## src/rtl/flash_seq_pkg.sv

```systemverilog
package flash_seq_pkg;

    typedef enum logic [1:0] {
        OP_PROG  = 2'd0,
        OP_SECT  = 2'd1,
        OP_BLOCK = 2'd2,
        OP_CHIP  = 2'd3
    } flash_op_e;

    typedef enum logic [2:0] {
        ST_IDLE,
        ST_UNLOCK,
        ST_POLL_A,
        ST_POLL_B,
        ST_CONF_A,
        ST_CONF_B,
        ST_REPORT
    } ctl_state_e;

    localparam int unsigned STEP_W    = 3;
    localparam int unsigned PROG_LEN  = 4;
    localparam int unsigned ERASE_LEN = 6;

    localparam logic [14:0] CMD_ADR_HI = 15'h5555;
    localparam logic [14:0] CMD_ADR_LO = 15'h2AAA;

    localparam logic [7:0] KEY_FIRST  = 8'hAA;
    localparam logic [7:0] KEY_SECOND = 8'h55;
    localparam logic [7:0] KEY_PROG   = 8'hA0;
    localparam logic [7:0] KEY_ERASE  = 8'h80;
    localparam logic [7:0] KEY_SECT   = 8'h30;
    localparam logic [7:0] KEY_BLOCK  = 8'h50;
    localparam logic [7:0] KEY_CHIP   = 8'h10;

endpackage

```

## src/rtl/flash_cmd_rom.sv

```systemverilog
module flash_cmd_rom
    import flash_seq_pkg::*;
#(
    parameter int unsigned AW = 19,
    parameter int unsigned DW = 16
) (
    input  logic              en,
    input  flash_op_e         op,
    input  logic [STEP_W-1:0] step,
    input  logic [AW-1:0]     tgt_addr,
    input  logic [DW-1:0]     tgt_data,
    output logic [AW-1:0]     wr_addr,
    output logic [DW-1:0]     wr_data,
    output logic              last
);

    localparam logic [AW-1:0] ADR_HI = AW'(CMD_ADR_HI);
    localparam logic [AW-1:0] ADR_LO = AW'(CMD_ADR_LO);

    logic [STEP_W-1:0] seq_len;

    always_comb begin
        seq_len = (op == OP_PROG) ? STEP_W'(PROG_LEN) : STEP_W'(ERASE_LEN);
        last    = (step == seq_len - STEP_W'(1));
        wr_addr = '0;
        wr_data = '0;
        case (step)
            3'd0: begin wr_addr = ADR_HI; wr_data = DW'(KEY_FIRST);  end
            3'd1: begin wr_addr = ADR_LO; wr_data = DW'(KEY_SECOND); end
            3'd2: begin
                wr_addr = ADR_HI;
                wr_data = (op == OP_PROG) ? DW'(KEY_PROG) : DW'(KEY_ERASE);
            end
            3'd3: begin
                if (op == OP_PROG) begin
                    wr_addr = tgt_addr;
                    wr_data = tgt_data;
                end else begin
                    wr_addr = ADR_HI;
                    wr_data = DW'(KEY_FIRST);
                end
            end
            3'd4: begin wr_addr = ADR_LO; wr_data = DW'(KEY_SECOND); end
            3'd5: begin
                unique case (op)
                    OP_SECT:  begin wr_addr = tgt_addr; wr_data = DW'(KEY_SECT);  end
                    OP_BLOCK: begin wr_addr = tgt_addr; wr_data = DW'(KEY_BLOCK); end
                    OP_CHIP:  begin wr_addr = ADR_HI;   wr_data = DW'(KEY_CHIP);  end
                    default:  begin wr_addr = '0;       wr_data = '0;             end
                endcase
            end
            default: begin wr_addr = '0; wr_data = '0; end
        endcase
    end

    // the sequencer never walks past the command length
    always_comb begin
        assert_step_range_R4: assert (!en || (step < seq_len));
    end

endmodule

```

## src/rtl/flash_status_eval.sv

```systemverilog
module flash_status_eval #(
    parameter int unsigned DW = 16
) (
    input  logic          toggle_mode,
    input  logic          confirm,
    input  logic [DW-1:0] expect_word,
    input  logic [DW-1:0] rd_word,
    input  logic          prev_bit6,
    output logic          good
);

    always_comb begin
        if (toggle_mode) begin
            good = (rd_word[6] == prev_bit6);
        end else if (confirm) begin
            good = (rd_word == expect_word);
        end else begin
            good = (rd_word[7] == expect_word[7]);
        end
    end

endmodule

```

## src/rtl/flash_poll_timer.sv

```systemverilog
module flash_poll_timer #(
    parameter int unsigned CW = 8
) (
    input  logic          clk,
    input  logic          rst_n,
    input  logic          clear,
    input  logic          run,
    input  logic [CW-1:0] limit,
    output logic          expired
);

    logic [CW-1:0] cnt_q;

    assign expired = run && (cnt_q == limit - CW'(1));

    always_ff @(posedge clk) begin
        if (!rst_n || clear) begin
            cnt_q <= '0;
        end else if (run && !expired) begin
            cnt_q <= cnt_q + CW'(1);
        end
    end

    // the polling window never overruns its limit
    assert_tmo_bound_R10: assert property (@(posedge clk) disable iff (!rst_n)
        run |-> (cnt_q < limit));

endmodule

```

## src/rtl/flash_seq_ctrl.sv

```systemverilog
module flash_seq_ctrl
    import flash_seq_pkg::*;
#(
    parameter int unsigned AW        = 19,
    parameter int unsigned DW        = 16,
    // twice the typical duration, counted in 100 MHz cycles
    parameter int unsigned TMO_PROG  = 5600,
    parameter int unsigned TMO_SECT  = 7200000,
    parameter int unsigned TMO_BLOCK = 7200000,
    parameter int unsigned TMO_CHIP  = 28000000
) (
    input  logic          clk,
    input  logic          rst_n,
    input  logic          req_valid,
    input  logic [1:0]    req_op,
    input  logic [AW-1:0] req_addr,
    input  logic [DW-1:0] req_data,
    input  logic          poll_toggle,
    output logic          req_ready,
    output logic          bus_valid,
    output logic          bus_write,
    output logic [AW-1:0] bus_addr,
    output logic [DW-1:0] bus_wdata,
    input  logic          bus_ready,
    input  logic [DW-1:0] bus_rdata,
    output logic          busy,
    output logic          done,
    output logic          pass
);

    localparam int unsigned TMO_M1  = (TMO_PROG > TMO_SECT) ? TMO_PROG : TMO_SECT;
    localparam int unsigned TMO_M2  = (TMO_BLOCK > TMO_CHIP) ? TMO_BLOCK : TMO_CHIP;
    localparam int unsigned TMO_MAX = (TMO_M1 > TMO_M2) ? TMO_M1 : TMO_M2;
    localparam int unsigned CW      = $clog2(TMO_MAX + 1);

    ctl_state_e        state_q, state_d;
    flash_op_e         op_q;
    logic [AW-1:0]     addr_q;
    logic [DW-1:0]     data_q;
    logic              mode_q;
    logic [STEP_W-1:0] step_q, step_d;
    logic              prev6_q, prev6_d;
    logic              pass_q, pass_d;

    logic [AW-1:0]     rom_addr;
    logic [DW-1:0]     rom_data;
    logic              rom_last;
    logic              rom_en;
    logic              xfer;
    logic              good;
    logic              polling;
    logic              confirming;
    logic              tmo;
    logic [CW-1:0]     tmo_limit;
    logic [DW-1:0]     expect_word;
    ctl_state_e        resume_st;

    // ---------------- sub-blocks ----------------
    assign rom_en = (state_q == ST_UNLOCK);

    flash_cmd_rom #(.AW(AW), .DW(DW)) u_rom (
        .en       (rom_en),
        .op       (op_q),
        .step     (step_q),
        .tgt_addr (addr_q),
        .tgt_data (data_q),
        .wr_addr  (rom_addr),
        .wr_data  (rom_data),
        .last     (rom_last)
    );

    assign confirming  = (state_q == ST_CONF_A) || (state_q == ST_CONF_B);
    assign polling     = (state_q == ST_POLL_A) || (state_q == ST_POLL_B) || confirming;
    assign expect_word = (op_q == OP_PROG) ? data_q : '1;
    assign resume_st   = mode_q ? ST_POLL_B : ST_POLL_A;

    flash_status_eval #(.DW(DW)) u_eval (
        .toggle_mode (mode_q),
        .confirm     (confirming),
        .expect_word (expect_word),
        .rd_word     (bus_rdata),
        .prev_bit6   (prev6_q),
        .good        (good)
    );

    always_comb begin
        unique case (op_q)
            OP_PROG:  tmo_limit = CW'(TMO_PROG);
            OP_SECT:  tmo_limit = CW'(TMO_SECT);
            OP_BLOCK: tmo_limit = CW'(TMO_BLOCK);
            OP_CHIP:  tmo_limit = CW'(TMO_CHIP);
            default:  tmo_limit = CW'(TMO_PROG);
        endcase
    end

    flash_poll_timer #(.CW(CW)) u_timer (
        .clk     (clk),
        .rst_n   (rst_n),
        .clear   (rom_en),
        .run     (polling),
        .limit   (tmo_limit),
        .expired (tmo)
    );

    assign xfer = bus_valid && bus_ready;

    // ---------------- next state ----------------
    always_comb begin
        state_d = state_q;
        step_d  = step_q;
        prev6_d = prev6_q;
        pass_d  = pass_q;
        unique case (state_q)
            ST_IDLE: begin
                if (req_valid) begin
                    state_d = ST_UNLOCK;
                    step_d  = '0;
                    pass_d  = 1'b0;
                end
            end
            ST_UNLOCK: begin
                if (xfer) begin
                    if (rom_last) state_d = ST_POLL_A;
                    else          step_d  = step_q + STEP_W'(1);
                end
            end
            ST_POLL_A: begin
                if (tmo) begin
                    state_d = ST_REPORT;
                    pass_d  = 1'b0;
                end else if (xfer) begin
                    prev6_d = bus_rdata[6];
                    if (mode_q)    state_d = ST_POLL_B;
                    else if (good) state_d = ST_CONF_A;
                end
            end
            ST_POLL_B: begin
                if (tmo) begin
                    state_d = ST_REPORT;
                    pass_d  = 1'b0;
                end else if (xfer) begin
                    prev6_d = bus_rdata[6];
                    if (good) state_d = ST_CONF_A;
                end
            end
            ST_CONF_A: begin
                if (tmo) begin
                    state_d = ST_REPORT;
                    pass_d  = 1'b0;
                end else if (xfer) begin
                    prev6_d = bus_rdata[6];
                    state_d = good ? ST_CONF_B : resume_st;
                end
            end
            ST_CONF_B: begin
                if (tmo) begin
                    state_d = ST_REPORT;
                    pass_d  = 1'b0;
                end else if (xfer) begin
                    prev6_d = bus_rdata[6];
                    if (good) begin
                        state_d = ST_REPORT;
                        pass_d  = 1'b1;
                    end else begin
                        state_d = resume_st;
                    end
                end
            end
            ST_REPORT: state_d = ST_IDLE;
            default:   state_d = ST_IDLE;
        endcase
    end

    // ---------------- state register ----------------
    always_ff @(posedge clk) begin
        if (!rst_n) begin
            state_q <= ST_IDLE;
            step_q  <= '0;
            prev6_q <= 1'b0;
            pass_q  <= 1'b0;
            op_q    <= OP_PROG;
            addr_q  <= '0;
            data_q  <= '0;
            mode_q  <= 1'b0;
        end else begin
            state_q <= state_d;
            step_q  <= step_d;
            prev6_q <= prev6_d;
            pass_q  <= pass_d;
            if (state_q == ST_IDLE && req_valid) begin
                op_q   <= flash_op_e'(req_op);
                addr_q <= req_addr;
                data_q <= req_data;
                mode_q <= poll_toggle;
            end
        end
    end

    // ---------------- outputs ----------------
    always_comb begin
        req_ready = (state_q == ST_IDLE);
        busy      = (state_q != ST_IDLE);
        done      = (state_q == ST_REPORT);
        pass      = pass_q;
        bus_valid = rom_en || polling;
        bus_write = rom_en;
        bus_addr  = rom_en ? rom_addr : addr_q;
        bus_wdata = rom_en ? rom_data : '0;
    end

    // ---------------- assertions ----------------
    assert_busy_hold_R11: assert property (@(posedge clk) disable iff (!rst_n)
        (busy && !done) |=> busy);

    assert_busy_release_R11: assert property (@(posedge clk) disable iff (!rst_n)
        done |=> !busy);

    assert_done_pulse_R12: assert property (@(posedge clk) disable iff (!rst_n)
        done |=> !done);

    assert_bus_hold_R5: assert property (@(posedge clk) disable iff (!rst_n)
        (bus_valid && !bus_ready && !tmo) |=>
            (bus_valid && $stable(bus_addr) && $stable(bus_write) && $stable(bus_wdata)));

    assert_req_ignored_R2: assert property (@(posedge clk) disable iff (!rst_n)
        (busy && !done) |=> ($stable(op_q) && $stable(addr_q) && $stable(data_q) && $stable(mode_q)));

    assert_tmo_fail_R10: assert property (@(posedge clk) disable iff (!rst_n)
        tmo |=> (done && !pass));

endmodule

```

## config.mk

```make
export PLATFORM = sky130hd
export DESIGN_NAME = flash_seq_ctrl
export DESIGN_NICKNAME = d
export VERILOG_FILES = /design/src/rtl/flash_seq_pkg.sv /design/src/rtl/flash_cmd_rom.sv /design/src/rtl/flash_status_eval.sv /design/src/rtl/flash_poll_timer.sv /design/src/rtl/flash_seq_ctrl.sv
export SDC_FILE = /design/constraint.sdc
export NUM_CORES = 1
export LEC_CHECK = 0
export BUFFER_PORTS_ARGS = -buffer_cell sky130_fd_sc_hd__buf_2
export CAP_MARGIN = 20
export CORE_MARGIN = 1.5
export CORE_UTILIZATION = 35
export CTS_CLUSTER_SIZE = 8
export DETAILED_ROUTE_END_ITERATION = 8
export PLACE_DENSITY_LB_ADDON = 0.25
export SETUP_SLACK_MARGIN = 0.2
export SYNTH_ARGS = -nofsm -noshare
export SYNTH_HDL_FRONTEND = slang
export SYNTH_HIERARCHICAL = 1
export SYNTH_SLANG_ARGS = --single-unit
```

## constraint.sdc

```tcl
create_clock -name clk -period 4.23 [get_ports clk]
set_input_delay 0 -clock clk [delete_from_list [all_inputs] [get_ports clk]]
set_output_delay 0 -clock clk [all_outputs]
set_load 0.01 [all_outputs]
```

After elaboration in Yosys (flattened, before gate mapping)
Cells that the tools add are included.
{ "word_totals": {"out_inout_bits": 41, "register_bits": 71, "elab_cells": 110} }
{ "classes": {"n_reduce_logical": 26, "eq_ne": 29, "bitwise_logic": 1, "muxes": 41, "add_sub_neg": 4} }
{ "ops": {"columns": ["op", "n"], "rows": [
  ["$pmux W16 S5", 1],
  ["$pmux W19 S4", 1],
  ["$pmux W25 S3", 1],
  ["$mux W3", 18],
  ["$mux W16", 3],
  ["$mux W19", 2],
  ["$pmux W19 S2", 1],
  ["$add A25 B1 Y25 const B", 1],
  ["$eq A25 B25 Y1", 1],
  ["$sub A25 B1 Y25 const B", 1],
  ["$pmux W7 S3", 1],
  ["$pmux W3 S6", 1],
  ["$eq A16 B16 Y1", 1],
  ["$eq A3 B3 Y1 const B", 5],
  ["$ne A3 B2 Y1 const B", 5],
  ["$eq A3 B2 Y1 const B", 4],
  ["$mux W1", 8],
  ["$reduce_and A7 Y1", 1],
  ["$eq A3 B1 Y1 const B", 2],
  ["$logic_not A3 Y1", 2],
  ["$mux W6", 1],
  ["$ne A2 B2 Y1 const B", 3],
  ["$pmux W3 S2", 1],
  ["$reduce_bool A3 Y1", 2],
  ["other kinds (21)", 34]
]} }

Longest topological paths before layout
Gate-level depths: netlist of run 1.
{ "depth": {"word_depth": 10, "mapped_depth": 16, "mapped_depth_nobuf": 15} }

By module
Netlist of run 1, hierarchy kept.
{ "modules_own_cells": {"columns": ["mod", "n_inst", "area_each_um2", "cells_per_inst", "seq_area_each_um2"], "rows": [
  ["flash_poll_timer", 1, 2396.0, 313, 500.5],
  ["flash_seq_ctrl", 1, 2368.5, 301, 920.9],
  ["flash_cmd_rom", 1, 772.0, 117, 0.0],
  ["flash_status_eval", 1, 210.2, 26, 0.0]
]} }

Worst setup path after synthesis of run 1
No wires, ideal clock.
{ "synth_timing": {"kind": "reg2reg", "from": "register op_q[0]", "to": "register state_q[2]", "setup_slack_ns": 0.621, "arrival_time_ns": 3.513, "path_stages_with_launch": 16, "t_required_ns": 4.135, "cell_sequence": "dfxtp_1 > inv_1 > ha_1 > inv_1 > xnor2_1 > nand4_1 > nor2_1 > a31oi_1 > or4b_2 > nor3_1 > and3_1 > clkbuf_1 > nor2_1 > a32oi_2 > o21ai_0 > a221oi_1"} }
{ "synth_lines": {"columns": ["item", "line", "source"], "rows": [
  ["from (decl)", "flash_seq_ctrl.sv:37", "flash_op_e op_q;"],
  ["from (signal assigned)", "flash_seq_ctrl.sv:191", "op_q <= flash_op_e'(req_op);"],
  ["$eq A2 B1 Y1 / $eq A2 B2 Y1 (equally long branches)", "flash_seq_ctrl.sv:87", "unique case (op_q)"],
  ["$reduce_or A2 Y1 (no source line)", null, null],
  ["$pmux W25 S3 *", "flash_seq_ctrl.sv:87", null],
  ["net tmo_limit[5]", "flash_seq_ctrl.sv:54", "logic [CW-1:0] tmo_limit;"],
  ["$sub A25 B1 Y25 *", "flash_poll_timer.sv:14", "assign expired = run && (cnt_q == limit - CW'(1));"],
  ["$eq A25 B25 Y1 *", "flash_poll_timer.sv:14", null],
  ["$logic_and A1 B1 Y1 *", "flash_poll_timer.sv:14", null],
  ["net tmo", "flash_seq_ctrl.sv:53", "logic tmo;"],
  ["$ne A3 B2 Y1 (no source line) (tied with other cells)", null, null],
  ["$reduce_and A7 Y1 (no source line) / $pmux W3 S6 (equally long branches)", null, null],
  ["to (signal assigned)", "flash_seq_ctrl.sv:186", "state_q <= state_d;"],
  ["to (decl)", "flash_seq_ctrl.sv:36", "ctl_state_e state_q, state_d;"]
]} }
Mark *: on every way through the listed nets, which the timed path passes. The rest lies on a longest branch. The select of a mux whose other input is x is not followed.
A chain may end at the register's enable or synchronous reset.

Worst setup path in the final report of run 1
{ "layout_timing": {"from": "register op_q[1]", "to": "register state_q[2]"} }
Same word-level chain as after synthesis.

==> results of run 1 <==
path summary, 6_finish.rpt:
kind	start	end	slack, ns
max	op_q[1]	state_q[2]	0.53
min	bus_ready	prev6_q	0.11
min reg2reg	addr_q[16]	addr_q[16]	0.46
max reg2reg	op_q[1]	state_q[2]	0.53
kinds of logic after synthesis:
kind of cell | after synthesis
AND/OR/NAND/NOR | 349
multiplexers | 24
adder cells (fa/ha/maj) | 11
XOR/XNOR | 50
buffers and inverters | 78
flip-flops | 71
other | 2
AO/OA/AOI/OAI | 172
layout make-up:
cell class | instances | area share, %
multi-input cells | 654 | 57.38
flip-flops and latches | 71 | 19.69
repair buffers | 152 | 13.80
clock inverters | 6 | 0.8667
inverters | 27 | 1.404
well taps | 216 | 3.744
clock buffers | 9 | 3.120
stage by stage:
step                      hold slack [ns]  worst slack (ns)
after floorplan                    0.1254            0.6214
after global placement             0.2432            0.6115
after detailed placement           0.2465            0.5238
after CTS                         0.08234            0.5140
after global routing               0.1488            0.2140
final                              0.1053            0.5253
sequential cells by signal, indices dropped and copies added, names as in the netlist:
| name | flops |
|---|---|
| state_q | 3 |
| op_q | 2 |
| addr_q | 19 |
| prev6_q | 1 |
| step_q | 3 |
| data_q | 16 |
| mode_q | 1 |
| u_timer/cnt_q | 25 |
| pass | 1 |
placed cells by master, fill, tap and decap left out, types with 6 or more instances in the layout:
master,synthesis,final
sky130_fd_sc_hd__nand2_1,116,116
sky130_fd_sc_hd__buf_2,8,98
sky130_fd_sc_hd__dfxtp_1,71,71
sky130_fd_sc_hd__a21oi_1,70,70
sky130_fd_sc_hd__conb_1,2,48
sky130_fd_sc_hd__dlygate4sd3_1,0,40
sky130_fd_sc_hd__nand2b_1,35,35
sky130_fd_sc_hd__xor2_1,29,29
sky130_fd_sc_hd__inv_1,27,27
sky130_fd_sc_hd__nor2_1,27,27
sky130_fd_sc_hd__and3_1,24,24
sky130_fd_sc_hd__or3_1,20,20
sky130_fd_sc_hd__xnor2_1,21,20
sky130_fd_sc_hd__mux2_2,19,19
sky130_fd_sc_hd__nand4_1,16,16
sky130_fd_sc_hd__nand3_1,15,15
sky130_fd_sc_hd__buf_4,9,14
sky130_fd_sc_hd__and2_1,12,12
sky130_fd_sc_hd__or4_1,12,12
sky130_fd_sc_hd__a21boi_0,11,11
sky130_fd_sc_hd__ha_1,11,11
sky130_fd_sc_hd__nor4_1,11,11
sky130_fd_sc_hd__o21ai_1,11,11
sky130_fd_sc_hd__o21ai_0,10,10
sky130_fd_sc_hd__nor3_1,11,10
sky130_fd_sc_hd__o22ai_1,10,10
sky130_fd_sc_hd__clkbuf_16,0,9
sky130_fd_sc_hd__nand3b_1,8,8
sky130_fd_sc_hd__nor2b_1,8,8
sky130_fd_sc_hd__o211ai_1,8,8
sky130_fd_sc_hd__a211oi_2,7,7
sky130_fd_sc_hd__o31ai_1,6,6
worst reg2reg max path: stages (launching register included):
cell and delay (ns):
sky130_fd_sc_hd__dfxtp_1 0.43, sky130_fd_sc_hd__inv_1 0.09, sky130_fd_sc_hd__ha_1 0.59, sky130_fd_sc_hd__xor2_1 0.14
sky130_fd_sc_hd__xnor2_1 0.17, sky130_fd_sc_hd__nor4_1 0.26, sky130_fd_sc_hd__or4b_2 0.61, sky130_fd_sc_hd__nor3_1 0.18
sky130_fd_sc_hd__and3_1 0.38, sky130_fd_sc_hd__nor2_1 0.14, sky130_fd_sc_hd__a32oi_2 0.26, sky130_fd_sc_hd__o21ai_0 0.13
sky130_fd_sc_hd__a221oi_1 0.24
metal layers:
layer  routed length (µm)  share of wire, %  up-vias  GRT usage, %
met5                    0                 0        -             0
met4                  212               1.3        0         5.556
met3                  702               4.3       16         2.623
met2                 7689                48      145         31.31
met1                 7573                47     2685         25.11
li1                     -                 -     2972             -
power groups by stage:
stage               Combinational, mW  Clock [mW]  Sequential [mW]
finish                           1.87       0.739            0.945
global route                     2.07       0.792            0.972
CTS                              1.85       0.761            0.945
detailed placement               1.81           0            0.959
global placement                 1.81           0            0.958
floorplan                        1.45           0            0.856
timing repair:
| item | in CTS | in global routing |
|---|---|---|
| hold buffers | 40 | 0 |
| hold endpoints to repair | 41 | 0 |
| endpoints found under the setup margin | 0 | 1 |
| resized for setup | 0 | 1 |
==> summary by stage, run 1 <==
Setup path
The sort of element at the end of the critical path is a flop. The count of buffer and inverter cells on the critical path is 1. In this design, the largest share of critical-path delay is due to simple AND/OR/NAND/NOR gates. The number of cells on the critical path is 12. The critical path startpoint category is a flop. The number of cells on the worst reg-to-reg path is 12. For the worst setup path, the data required time is 4.47 ns. In this design, the stage delay of the slowest critical-path cell is between 0.6 and 0.7 ns.

On the critical path, the stage with the largest delay is an instance of sky130_fd_sc_hd__or4b_2. For the worst setup path, the data arrival time is 3.94 ns. The path type of the worst setup path is reg -> reg.

Walking the worst path, the cells encountered are inv_1 > ha_1 > xor2_1 > xnor2_1 > nor4_1 > or4b_2 > nor3_1 > and3_1 > nor2_1 > a32oi_2 > o21ai_0 > a221oi_1. Along the worst path, the maximum fanout reaches 12.

Yosys
The main combinational cell family by area after synthesis is simple AND/OR/NAND/NOR gates. The most used flip-flop cell after synthesis is sky130_fd_sc_hd__dfxtp_1. The number of synthesized register bits is slightly above 70. For this run, the number of Yosys warnings is 6.

Dividing the synthesized area by the synthesized cell count gives 7.591 µm². In the synthesized netlist, mux cells make up 4.594% of the area. The synthesized-area fraction occupied by ao, oa, aoi and oai cells is approximately 20%. By area the synthesized netlist is led by sky130_fd_sc_hd__dfxtp_1 (25%), sky130_fd_sc_hd__nand2_1 (7.6%), sky130_fd_sc_hd__a21oi_1 (6.1%). Summing the areas of all fa, ha and maj instances in the mapped netlist gives 2.395% of the synthesized area. In the synthesized netlist, the cells that appear most often are sky130_fd_sc_hd__nand2_1 (116), sky130_fd_sc_hd__dfxtp_1 (71), sky130_fd_sc_hd__a21oi_1 (70). After synthesis the cells add up to between 5000 and 6000 µm². The share of the yosys chip area belonging to registers is 24.73%. The fraction of synthesized cell area in xor and xnor cells is ~7.6%. The number of synthesized flops with an enable pin is 0. After technology mapping, the gate count stands at about 760.

The biggest area contributor in the post-synthesis netlist is sky130_fd_sc_hd__dfxtp_1. The fraction of post-synthesis cell area in the top cell type by area is 24.73%. The fraction of registers with async set/reset is 0%. Yosys mapped the design onto 77 distinct sky130hd cell types. The most numerous cell in the Yosys netlist is sky130_fd_sc_hd__nand2_1. The simple-gate portion of the synthesized area is 34.40%.

Pwr
Summed over all nets, the switching power comes to 1.550 mW. Summed over all cells, the static leakage comes to 3.039 nW. Per report_power, the clock group accounts for 20.8% of the total. The switching share of power is 43.63%.

The overall power after layout is 3.554 mW. The largest vdd supply drop is 0.2591 mV. The internal power is roughly 2.0 mW.

The fraction of power consumed by sequential logic is about a quarter. The total power divided by cell area is 492.3 nW/µm². The share of power burned in combinational logic is a little over half.

Floorplanning
The placeable core region is 15940 µm². After floorplanning, the core was divided into between 40 and 50 placement rows. The initial cell density of the core is ~36%.

The die outline height is 131.1 µm. In this run the count of I/O pins placed on the die edge is 99. The chip width is 131.1 µm. The floorplan step defined a die boundary enclosing about 17000 µm².

Global routing
The first-pass GRT wire length is 27120 µm. The number of antenna violations at the first check in global routing is 0. The total congestion overflow after global routing is 0. Entering global routing, the biggest net connects 48 pins. Global routing consumed, over all layers together, 18.76% of the routing resources. The via count of the first global-routing pass came to 5439.

Detailed routing
The number of nets still failing antenna checks after routing is 0. In the routed design, unresolved DRC markers number 0. In the routed layout, each cell is associated on average with a via count of 5.126. The first detailed-routing pass took 5 iterations. The routed design has 16180 µm of wire.

The number of DRC markers after the initial detailed-route iteration is 254. The wire length per cell after detailed routing is 14.25 µm. Across all layers, the routed design uses 5818 vias.

Layout
The finished cells cover 7218 µm². The number of non-filler instances in the completed layout is 1135. The number of inserted filler cells in the final layout is ~1.6k. The final layout net count is 984. The sequential cells in the finished layout cover a total of 1421 µm². The share of the core filled with cells in the final layout is 45.28%. The number of diodes added for antenna fixing is 0.

The post-route netlist has 19.59% of its cells at a drive strength greater than 1. Relative to the synthesized area, the layout overhead comes to 25.60%. The multi-input logic area is 4141 µm².

Timing
Setup repair after global routing left no endpoint under its margin. The final max-slew violation count came to 0. The number of hold violations in the final report was 0. The number of setup violations in the final report is 0. The clock skew after layout is 0.006254 ns. The worst relative slew slack is between 40% and 50%.

The final period utilization is 87.58%. At the pin with the least slew margin, the transition time is around 0.84 ns. The final setup TNS is 0 ns. Static timing analysis puts the maximum clock frequency at 0.2699 GHz. The clock period minus worst slack is roughly 3.7 ns.

Outcome
The run finished with clean final reports.

Placement
The placed wire-length estimate is around 11000 µm. Routability-driven placement finished with a final weighted congestion of 0.8718. The quantity of I/O buffers inserted on ports is ~100. In this run the cell area measured after placement is between 6000 and 7000 µm². Once placement completed, the tool counted placed cells totaling approximately 1.1k.

CTS
The number of buffers created by CTS is 9. The clock-pin slew on the worst setup and hold paths is ~0.060 ns. The CTS tree is built. The root buffer cell is sky130_fd_sc_hd__clkbuf_16. The clock latency on the worst-skew pair is 0.33 ns. The number of clock sinks is between 70 and 80. The maximum buffer depth of the clock tree is 2. The number of setup buffers added after CTS is 0. CTS built an H-tree with a depth of 3.

Hold path
Counting instances, the worst hold path has a depth of 4. The path class of the tightest hold or removal check is in -> reg.

Flow run
The max capacitance violation total is 0.
Note: power is estimated with default switching activity, not from simulation.
==> run 2, diff against run 1 <==
--- a/config.mk
+++ b/config.mk
@@ -7,7 +7,6 @@
 export LEC_CHECK = 0
 export BUFFER_PORTS_ARGS = -buffer_cell sky130_fd_sc_hd__buf_2
 export CAP_MARGIN = 20
-export CORE_MARGIN = 1.5
 export CORE_UTILIZATION = 35
 export CTS_CLUSTER_SIZE = 8
 export DETAILED_ROUTE_END_ITERATION = 8
@@ -15,5 +14,4 @@
 export SETUP_SLACK_MARGIN = 0.2
 export SYNTH_ARGS = -nofsm -noshare
 export SYNTH_HDL_FRONTEND = slang
-export SYNTH_HIERARCHICAL = 1
 export SYNTH_SLANG_ARGS = --single-unit
==> run 2 against run 1 <==
Maximum frequency is 34% higher. First-iteration DRC count shrank 41%. Clock power up 1%.
==> summary by stage, run 2 <==
Layout
Commonest non-fill, non-tap cells in the layout: sky130_fd_sc_hd__nand2_1 (110), sky130_fd_sc_hd__buf_2 (98), sky130_fd_sc_hd__dfxtp_1 (71) (was sky130_fd_sc_hd__nand2_1 (116), sky130_fd_sc_hd__buf_2 (98), sky130_fd_sc_hd__dfxtp_1 (71)). The fraction of final layout cells with drive strength greater than 1 is 19.39% (was 19.59%). The synthesis-to-finish area growth came to 30.49% (was 25.60%).

The register name with the most flops was u_timer.cnt_q (was u_timer/cnt_q). The number of flip-flops under the largest register name came to 25 (unchanged). The most common library cell in the layout ignoring fill and taps is sky130_fd_sc_hd__nand2_1 (unchanged). The number of diodes added for antenna fixing is 0 (unchanged). The final layout net count is 725 (was 984).

Biggest registers after layout: u_timer.cnt_q x25, addr_q x19, data_q x16 (was u_timer/cnt_q x25, addr_q x19, data_q x16). The multi-input logic area is 2554 µm² (was 4141 µm²). The flip-flop and latch area came to 1421 µm² (unchanged). The final standard cell area without fillers came to 5398 µm² (was 7218 µm²). The number of inserted filler cells in the final layout is 1101 (was 1632).

Detailed routing
The number of nets still failing antenna checks after routing is 0 (unchanged). The first-pass iteration count of the detailed router is 4 (was 5). The routed via count is 4222 (was 5818). The number of DRC markers after the initial detailed-route iteration is 151 (was 254). The total wire length after detailed routing is 11600 µm (was 16180 µm). The wire length per cell after detailed routing is 14.45 µm (was 14.25 µm). The per-cell via count in the routed design is 5.258 (was 5.126). The detailed-route DRC error count is 0 (unchanged).

Yosys
The synthesized-area fraction occupied by adder cells came to 3.630% (was 2.395%). The total nets after synthesis is 603. Leading post-synthesis cells by instance count: sky130_fd_sc_hd__nand2_1 (110), sky130_fd_sc_hd__dfxtp_1 (71), sky130_fd_sc_hd__a21oi_1 (50) (was sky130_fd_sc_hd__nand2_1 (116), sky130_fd_sc_hd__dfxtp_1 (71), sky130_fd_sc_hd__a21oi_1 (70)). The number of synthesized flops with an enable pin is 0 (unchanged). The count of warnings emitted by yosys came to 0 (was 6). The cell count after synthesis was 533 (was 757). The fraction of post-synthesis cell area in the top cell type by area is 34.36% (was 24.73%).

The dominant cell type by area after synthesis is sky130_fd_sc_hd__dfxtp_1 (unchanged). The synthesized-area fraction occupied by ao, oa, aoi and oai cells is 20.75% (was 19.70%). The share of the yosys chip area belonging to registers was 34.36% (was 24.73%).

Largest cells by area after synthesis: sky130_fd_sc_hd__dfxtp_1 (34%), sky130_fd_sc_hd__nand2_1 (10%), sky130_fd_sc_hd__xor2_1 (6.1%) (was sky130_fd_sc_hd__dfxtp_1 (25%), sky130_fd_sc_hd__nand2_1 (7.6%), sky130_fd_sc_hd__a21oi_1 (6.1%)). The main combinational cell family by area after synthesis is simple AND/OR/NAND/NOR gates (unchanged). The count of different cell masters after synthesis was 58 (was 77). The number of synthesized register bits is 71 (unchanged). The simple-gate portion of the synthesized area is 29.40% (was 34.40%).

The post-synthesis average cell area is 7.761 µm² (was 7.591 µm²). The fraction of synthesized cell area in xor and xnor cells is 6.987% (was 7.620%). The top flip-flop cell by instance count after synthesis was sky130_fd_sc_hd__dfxtp_1 (unchanged).

The total standard cell area after synthesis is 4136 µm² (was 5747 µm²). The multiplexer share of the synthesized area came to 0.9679% (was 4.594%). The fraction of registers with async set/reset came to 0% (unchanged). The most numerous cell in the Yosys netlist is sky130_fd_sc_hd__nand2_1 (unchanged).

Timing
The slew at the pin closest to its max-slew limit came to 0.9145 ns (was 0.8420 ns). RSZ-0062 raised after global routing: false (unchanged). The number of setup violations in the final report is 0 (unchanged).

The clock period minus worst slack is 2.772 ns (was 3.705 ns). The peak clock frequency supported by timing is 0.3607 GHz (was 0.2699 GHz). The final period utilization is 65.54% (was 87.58%). The worst relative slew slack is 38.75% (was 43.79%). The final max-slew violation count is 0 (unchanged). The number of hold violations in the final report came to 0 (unchanged).

The final setup TNS is 0 ns (unchanged). The clock skew after layout came to 0.01144 ns (was 0.006254 ns).

Global routing
The total congestion overflow after global routing was 0 (unchanged). The largest net degree at the start of global routing came to 42 (was 48). The total routing resource utilization after global routing was 19.22% (was 18.76%). The via count of the first global-routing pass is 4082 (was 5439).

The first-pass GRT wire length came to 19510 µm (was 27120 µm). The number of antenna violations at the first check in global routing is 0 (unchanged).

Setup path
The count of buffer and inverter cells on the critical path is 2 (was 1). The path type of the worst setup path is reg -> out (was reg -> reg). The data required time of the worst path was 4.23 ns (was 4.47 ns). The data arrival time of the worst path came to 2.77 ns (was 3.94 ns). The highest-delay cell along the critical path is sky130_fd_sc_hd__o41ai_2 (was sky130_fd_sc_hd__or4b_2). The critical path startpoint category is a flop (unchanged). The worst setup slack for register-to-register paths is 1.54 ns (was 0.53 ns). The maximum net fanout on the critical path was 13 (was 12). The family of cells with the greatest summed delay on the critical path is compound AO/OA/AOI/OAI gates (was simple AND/OR/NAND/NOR gates). Series of cell instances along the critical path: inv_1 > ha_1 > o41ai_2 > a31oi_1 > a21o_1 > buf_2 (was inv_1 > ha_1 > xor2_1 > xnor2_1 > nor4_1 > or4b_2 > nor3_1 > and3_1 > nor2_1 > a32oi_2 > o21ai_0 > a221oi_1). The sort of element at the end of the critical path is a primary output (was flop). The delay of the slowest critical-path stage is 0.70 ns (was 0.61 ns).

Floorplanning
The initial cell density of the core is 36.07% (was 36.05%). The I/O pin count is 99 (unchanged). The die outline height is 110.7 µm (was 131.1 µm). The die outline area is 12260 µm² (was 17200 µm²). The placeable core region is 11470 µm² (was 15940 µm²).

The chip width is 110.7 µm (was 131.1 µm). The number of cell rows is 39 (was 46).

Placement
The placed wire-length estimate was 7906 µm (was 11280 µm). The total placed instance area is 4723 µm² (was 6515 µm²). The quantity of I/O buffers inserted on ports is 98 (unchanged). The final weighted congestion in routability-driven placement came to 0.8518 (was 0.8718).

Pwr
The total power divided by cell area is 510.8 nW/µm² (was 492.3 nW/µm²). The largest vdd supply drop is 0.2411 mV (was 0.2591 mV). The leakage power summed over all cells is 2.416 nW (was 3.039 nW).

Outcome
Status: finished clean (unchanged).

Hold path
The class of the most critical hold timing path is in -> reg (unchanged).

Flow run
The max capacitance violation total came to 0 (unchanged).

CTS
The maximum buffer depth of the clock tree is 2 (unchanged). The H-tree depth was 3 (unchanged). The root buffer cell is sky130_fd_sc_hd__clkbuf_16 (unchanged). The number of buffers created by CTS is 9 (unchanged).

The number of setup buffers added after CTS came to 0 (unchanged). The clock-pin slew on the worst setup and hold paths is 0.06 ns (about the same). The number of clock sinks is 71 (unchanged). The clock latency on the worst-skew pair is 0.34 ns (was 0.33 ns). The CTS tree is built (unchanged).
## run 2: stage by stage
stage / util, % / hold slack, ns / std cells / power, mW / worst slack (ns)
floorplan: - / 0.1360 / 533 / 1.618 / 2.038
finish: 47.07 / 0.01061 / 803 / 2.757 / 1.458
detailed placement: 41.19 / 0.2459 / 749 / 1.988 / 1.545
global placement: 41.19 / 0.2417 / 749 / 1.963 / 1.664
CTS: 47.07 / 0.007814 / 803 / 2.769 / 1.472
global route: 47.07 / 0.03281 / 803 / 2.940 / 1.232
## run 2: metal layers
metal  vias to the layer above  part of all wire (%)  global-route usage [%]
met1                      1942                    45                   23.89
met2                       144                    48                   32.92
li1                       2121                     -                       -
met4                         0                   1.2                   5.422
met3                        15                   5.4                   4.647
met5                         -                     0                       0
## run 2: final timing paths
path,startpoint,end,cells after the start
worst max register to register,op_q[0],state_q[2],9
worst min register to register,addr_q[2],addr_q[2],2
worst min-delay path,bus_rdata[6],prev6_q,3
worst max-delay path,step_q[2],bus_addr[6],6
## run 2: kinds of logic after synthesis
kind of cell    Yosys count
buf+inv                  41
simple gates            247
fa+ha+maj                12
mux                       4
flops                    71
compound gates          125
xor+xnor                 33
## run 2: power by group
group          switching [mW]  internal (mW)  leakage (nW)
Clock                   0.333          0.417         0.147
Sequential              0.100          0.764         0.578
Combinational           0.707          0.436          1.69
Total                    1.14           1.62          2.42
## run 2: area by class of cell
class	count	share of cell area [%]
timing repair buffer	141	16.83
sequential	71	26.33
inverter	11	0.7650
clock buffer	9	4.172
multi-input combinational	421	47.31
clock inverter	7	1.275
tap	143	3.315
## run 2: worst min-delay path: stages
cell and delay (ns):
sky130_fd_sc_hd__buf_2 0.14, sky130_fd_sc_hd__mux2i_1 0.08, sky130_fd_sc_hd__nor2b_1 0.09
## run 2: repair_timing
action / CTS / global route
hold buffers: 38 / 0
endpoints found under the setup margin: 0 / 0
resized for setup: 0 / 0
endpoints found under the hold margin: 38 / 0
